**src/rtl/rtsr_pkg.sv**
```systemverilog
package rtsr_pkg;

    localparam int RTSR_NCH_DEF = 4;

    typedef enum logic {
        RD_PEEK = 1'b0,
        RD_CLR  = 1'b1
    } rd_cmd_e;

endpackage

```
**src/rtl/rtsr_live_map.sv**
```systemverilog
module rtsr_live_map #(
    parameter int NCH = 4
) (
    input  logic [NCH-1:0]   cd_a,
    input  logic [NCH-1:0]   cd_b,
    input  logic [NCH-1:0]   cd_alt,
    input  logic             alt_mode,
    output logic [2*NCH-1:0] live
);

    // Interleave per channel: even bit = primary, odd bit = selected secondary.
    for (genvar ch = 0; ch < NCH; ch++) begin : g_ch
        logic b_sel;
        assign b_sel          = alt_mode ? cd_alt[ch] : cd_b[ch];
        assign live[2*ch]     = cd_a[ch];
        assign live[2*ch + 1] = b_sel;
    end

endmodule

```
**src/rtl/rtsr_evt.sv**
```systemverilog
module rtsr_evt #(
    parameter int NCH = 4
) (
    input  logic [2*NCH-1:0] live,
    input  logic [2*NCH-1:0] stat_q,
    input  logic [2*NCH-1:0] mask_q,
    input  logic [NCH-1:0]   tx_chg,
    input  logic [NCH-1:0]   tx_arm,
    output logic             bit_evt,
    output logic             tx_evt
);

    localparam int W = 2*NCH;

    logic [W-1:0]   diff_unm;
    logic [NCH-1:0] tx_hit;

    for (genvar b = 0; b < W; b++) begin : g_bit
        assign diff_unm[b] = !mask_q[b] && (live[b] != stat_q[b]);
    end

    for (genvar ch = 0; ch < NCH; ch++) begin : g_tx
        assign tx_hit[ch] = tx_chg[ch] && tx_arm[ch];
    end

    assign bit_evt = |diff_unm;
    assign tx_evt  = |tx_hit;

endmodule

```
**src/rtl/rt_status_irq.sv**
```systemverilog
module rt_status_irq
    import rtsr_pkg::*;
#(
    parameter int NCH = RTSR_NCH_DEF
) (
    input  logic             clk,
    input  logic             rst_n,
    input  logic [NCH-1:0]   cd_a,
    input  logic [NCH-1:0]   cd_b,
    input  logic [NCH-1:0]   cd_alt,
    input  logic             alt_mode,
    input  logic [NCH-1:0]   tx_chg,
    input  logic [NCH-1:0]   tx_arm,
    input  logic             rd_stb,
    input  logic             rd_clear,
    output logic [2*NCH-1:0] rd_data,
    input  logic             mask_we,
    input  logic [2*NCH-1:0] mask_wdata,
    output logic             irq_n
);

    localparam int W = 2*NCH;

    typedef struct packed {
        logic [W-1:0] stat;
        logic [W-1:0] mask;
        logic         irq;
    } state_t;

    state_t       st_d, st_q;
    logic [W-1:0] live;
    logic         bit_evt;
    logic         tx_evt;
    logic         clr_req;
    logic         hold;
    rd_cmd_e      cmd;

    rtsr_live_map #(.NCH(NCH)) u_map (
        .cd_a     (cd_a),
        .cd_b     (cd_b),
        .cd_alt   (cd_alt),
        .alt_mode (alt_mode),
        .live     (live)
    );

    rtsr_evt #(.NCH(NCH)) u_evt (
        .live    (live),
        .stat_q  (st_q.stat),
        .mask_q  (st_q.mask),
        .tx_chg  (tx_chg),
        .tx_arm  (tx_arm),
        .bit_evt (bit_evt),
        .tx_evt  (tx_evt)
    );

    always_comb begin
        st_d    = st_q;
        cmd     = rd_cmd_e'(rd_clear);
        clr_req = (rd_stb && (cmd == RD_CLR)) || mask_we;
        // Unmasked bits are frozen while the interrupt is up and during the
        // clearing cycle, so a pending difference re-raises it afterwards.
        hold    = st_q.irq || clr_req;

        if (hold) begin
            st_d.stat = (st_q.stat & ~st_q.mask) | (live & st_q.mask);
        end else begin
            st_d.stat = live;
        end

        if (clr_req) begin
            st_d.irq = 1'b0;
        end else if (!st_q.irq && (bit_evt || tx_evt)) begin
            st_d.irq = 1'b1;
        end

        if (mask_we) begin
            st_d.mask = mask_wdata;
        end
    end

    always_ff @(posedge clk or negedge rst_n) begin
        if (!rst_n) begin
            st_q.stat <= '0;
            st_q.mask <= '1;
            st_q.irq  <= 1'b0;
        end else begin
            st_q <= st_d;
        end
    end

    assign rd_data = st_q.stat;
    assign irq_n   = ~st_q.irq;

endmodule

```
**config.mk**
```make
export PLATFORM = sky130hd
export DESIGN_NAME = rt_status_irq
export DESIGN_NICKNAME = d
export VERILOG_FILES = /design/src/rtl/rtsr_pkg.sv /design/src/rtl/rtsr_live_map.sv /design/src/rtl/rtsr_evt.sv /design/src/rtl/rt_status_irq.sv
export SDC_FILE = /design/constraint.sdc
export NUM_CORES = 1
export LEC_CHECK = 0
export BUFFER_PORTS_ARGS = -buffer_cell sky130_fd_sc_hd__buf_2
export CAP_MARGIN = 20
export CORE_MARGIN = 2
export CORE_UTILIZATION = 40
export CTS_BUF_LIST = sky130_fd_sc_hd__clkbuf_8
export DETAILED_ROUTE_END_ITERATION = 10
export PLACE_DENSITY = 0.69
export REMOVE_ABC_BUFFERS = 1
export SLEW_MARGIN = 20
export SYNTH_ARGS = -nofsm -noshare
export SYNTH_HDL_FRONTEND = slang
export SYNTH_HIERARCHICAL = 1
export SYNTH_SLANG_ARGS = --single-unit
```
**constraint.sdc**
```tcl
create_clock -name clk -period 1.84 [get_ports clk]
set_clock_uncertainty 0.2 [all_clocks]
set_input_delay 0.368 -clock clk [delete_from_list [all_inputs] [get_ports clk]]
set_output_delay 0.368 -clock clk [all_outputs]
set_load 0.01 [all_outputs]
```
==> metrics.md <==
| Metric | Value |
|---|---|
| Status | `finished clean` |
| Post-route ant nets | `0` |
| H-tree depth | `1` |
| Period minus WS final | `1820 ps` |
| Pin count of the biggest net entering global routing | `18` |
| Final slew viol count | `0` |
| Critical Path AT | `1760 ps` |
| Detailed Route Iter0 Violations | `6` |
| Power per cell area | `around 840 nW/um^2` |
| Crit-path max FO | `4` |
| Post-synth EDFFs | `0` |
| Share of post-route cells with drive strength above 1 | `64.6%` |
| Initial Util | `between 40% and 50%` |
| Most instantiated cells after synthesis | `buf_4 (16), mux2_2 (12), dfrtp_1 (9)` |
| Area leader, netlist | `dfrtp_1` |
| Global route overflow | `0` |
| Worst Path Required | `~1800 ps` |
| Vias | `700` |
| CTS tree | `done` |
| Sequential-to-total area share from yosys stat | `44.4%` |
| CP Launch Type | `input port` |
| Final layout net count | `148` |
| Most numerous cell in the Yosys netlist | `buf_4` |
| Via density | `4.96` |
| Distinct cells, synth | `16` |
| Synth top area cells | `dfrtp_1 (23%), dfstp_2 (21%), mux2_2 (14%)` |
| Overall Power | `1000 uW` |
| Routability cong. | `0.778` |
| Die H | `around 53 um` |
| Pleak | `0.000551 uW` |
| Std-Cell Rows | `17` |
| Post-synthesis sequential element count | `17` |
| Number of global-route vias before repair | `667` |
| Worst hold path class | `input port to flop` |
| Mapped cell area | `980 um^2` |
| Ys async rst share | `100%` |
| Reg2reg end | `st_q[0]$_DFFE_PN0P_` |
| Final core utilization | `53.2%` |
| Kind of critical path | `input port to flop` |
| Die extent in x | `53.5 um` |
| Dpl cell area | `1100 um^2` |
| Design area | `between 1000 and 1500 um^2` |
| YS warnings | `6` |
| Worst-Margin Slew | `roughly 420 ps` |
| Crit share post-route | `about 100%` |
| Slew margin rel. | `72.2%` |
| R2R cell count | `5` |
| Full die area | `2860 um^2` |
| First-pass GRT wire length | `2970 um` |
| Clock transition at path regs | `70 ps` |
| Top-level I/O count | `43` |
| TNS Setup | `0 ps` |
| HP Start | `mask_wdata[7]` |
| Antenna violations before repair | `0` |
| Root buffer cell | `clkbuf_8` |
| Hold Violations, Final | `0` |
| Post-CTS Setup Bufs | `0` |
| Clk sink count | `17` |
| Area Overhead vs Synth | `22.3%` |
| R2R setup slack | `130 ps` |
| N_diodes | `0` |
| GRT Total Usage | `15.1%` |
| Drt total wl | `1850 um` |
| Peak supply drop | `0.000452 V` |
| Clock buffer depth | `2` |
| Post-DP HPWL | `approximately 1500 um` |
| Port Buf Inserts | `42` |
| Clk_lat worst skew | `250 ps` |
| Final setup vio count | `0` |
| Ys flop type | `dfrtp_1` |
| DR DRC count | `0` |
| Core Area | `2250 um^2` |
| WHS Path Cells | `2` |
| RSZ-0062 raised after global routing | `true` |
| DRT Pass-1 Iters | `2` |
| Max-cap violations | `0` |
| Hold endpoint | `st_q[8]$_DFFE_PN1P_` |
| CTS Buf Count | `3` |
| Synthesized instance count | `82` |
| Peak Freq | `between 0.5 and 0.6 GHz` |
| Syn avg cell area | `11.9 um^2` |
| Share of the synthesized area in the top cell type | `23.0%` |
| CP endpoint kind | `flop` |
| Mean routed wirelength per cell | `13.1 um` |
-- routing by layer --
layer	vias to the layer above	wire [um]	track usage [%]
met4	0	17	7.69
met1	336	818	20.3
li1	336	-	-
met5	-	0	0
met3	2	120	2.54
met2	26	897	23.0
-- worst max-delay path: stages --
cell      delay, ps
buf_4           140
mux2_4          310
xnor2_2         140
o22ai_1          90
or4_4           530
nor3_2          110
a211oi_1         70
-- metrics by stage --
step	instances	worst slack [ps]	hold WS, ps
floorplan	65	-74.5	-128
global placement	136	-283	110
detailed placement	136	-336	109
CTS	141	-0.340	143
global route	141	-55.3	148
finish	141	17.4	145
-- report_power, final --
part,internal (uW),leakage [uW],total (uW),switching (uW)
combinational,146,0.000336,248,102
clock,150,0.0000255,275,125
sequential,434,0.000190,478,43.8
total,730,0.000551,1000,271
-- logic make-up (layout without fill, tap and decap cells) --
| group | count (synthesis) | in the layout | synth area share (%) |
|---|---|---|---|
| AOI/OAI and AO/OA | 8 | 8 | 6.90 |
| DFF | 17 | 17 | 44.4 |
| xor gates and xnor gates | 8 | 8 | 7.15 |
| and+or+nand+nor | 11 | 11 | 4.72 |
| buffers and inverters | 18 | 49 | 13.8 |
| muxes | 20 | 20 | 23.0 |
-- cell usage in the layout (no fill, tap or decap), types with 2 or more instances in the layout --
cell / netlist / layout
a22oi_1: 2 / 2
buf_2: 0 / 41
buf_4: 16 / 2
clkbuf_8: 0 / 3
dfrtp_1: 9 / 9
dfstp_2: 8 / 8
mux2_1: 8 / 8
mux2_2: 12 / 10
mux2_4: 0 / 2
nor2_1: 8 / 8
o22ai_1: 4 / 4
xnor2_1: 8 / 5
xnor2_2: 0 / 3
-- cell type report --
type                            instances  area (um^2)
Sequential cell                        17          435
Timing Repair Buffer                   44          230
Tap cell                               28         35.0
Multi-Input combinational cell         47          448
Inverter                                1         3.75
Clock inverter                          1         5.00
Clock buffer                            3         41.3
Fill cell                             224         1060
-- timing repair --
item / in CTS / in global routing
hold buffers: 1 / 0
cloned: 0 / 0
resized for setup: 5 / 3
pin swaps: 0 / 0
endpoints found under the setup margin: 1 / 1
hold endpoints to repair: 9 / 0
-- how the worst max path moves through the flow --
stage / startpoint / endpoint / depth (start not counted) / slack, ps
2_1_floorplan: alt_mode / st_q[0]$_DFFE_PN0P_ / 6 / -70
3_3_place_gp: alt_mode / st_q[0]$_DFFE_PN0P_ / 7 / -280
3_5_place_dp: alt_mode / st_q[0]$_DFFE_PN0P_ / 7 / -340
4_1_cts: alt_mode / st_q[0]$_DFFE_PN0P_ / 7 / -0.3
5_1_grt: alt_mode / st_q[0]$_DFFE_PN0P_ / 7 / -60
6_report: alt_mode / st_q[0]$_DFFE_PN0P_ / 7 / 20
Power figures use the tool's default switching activity.
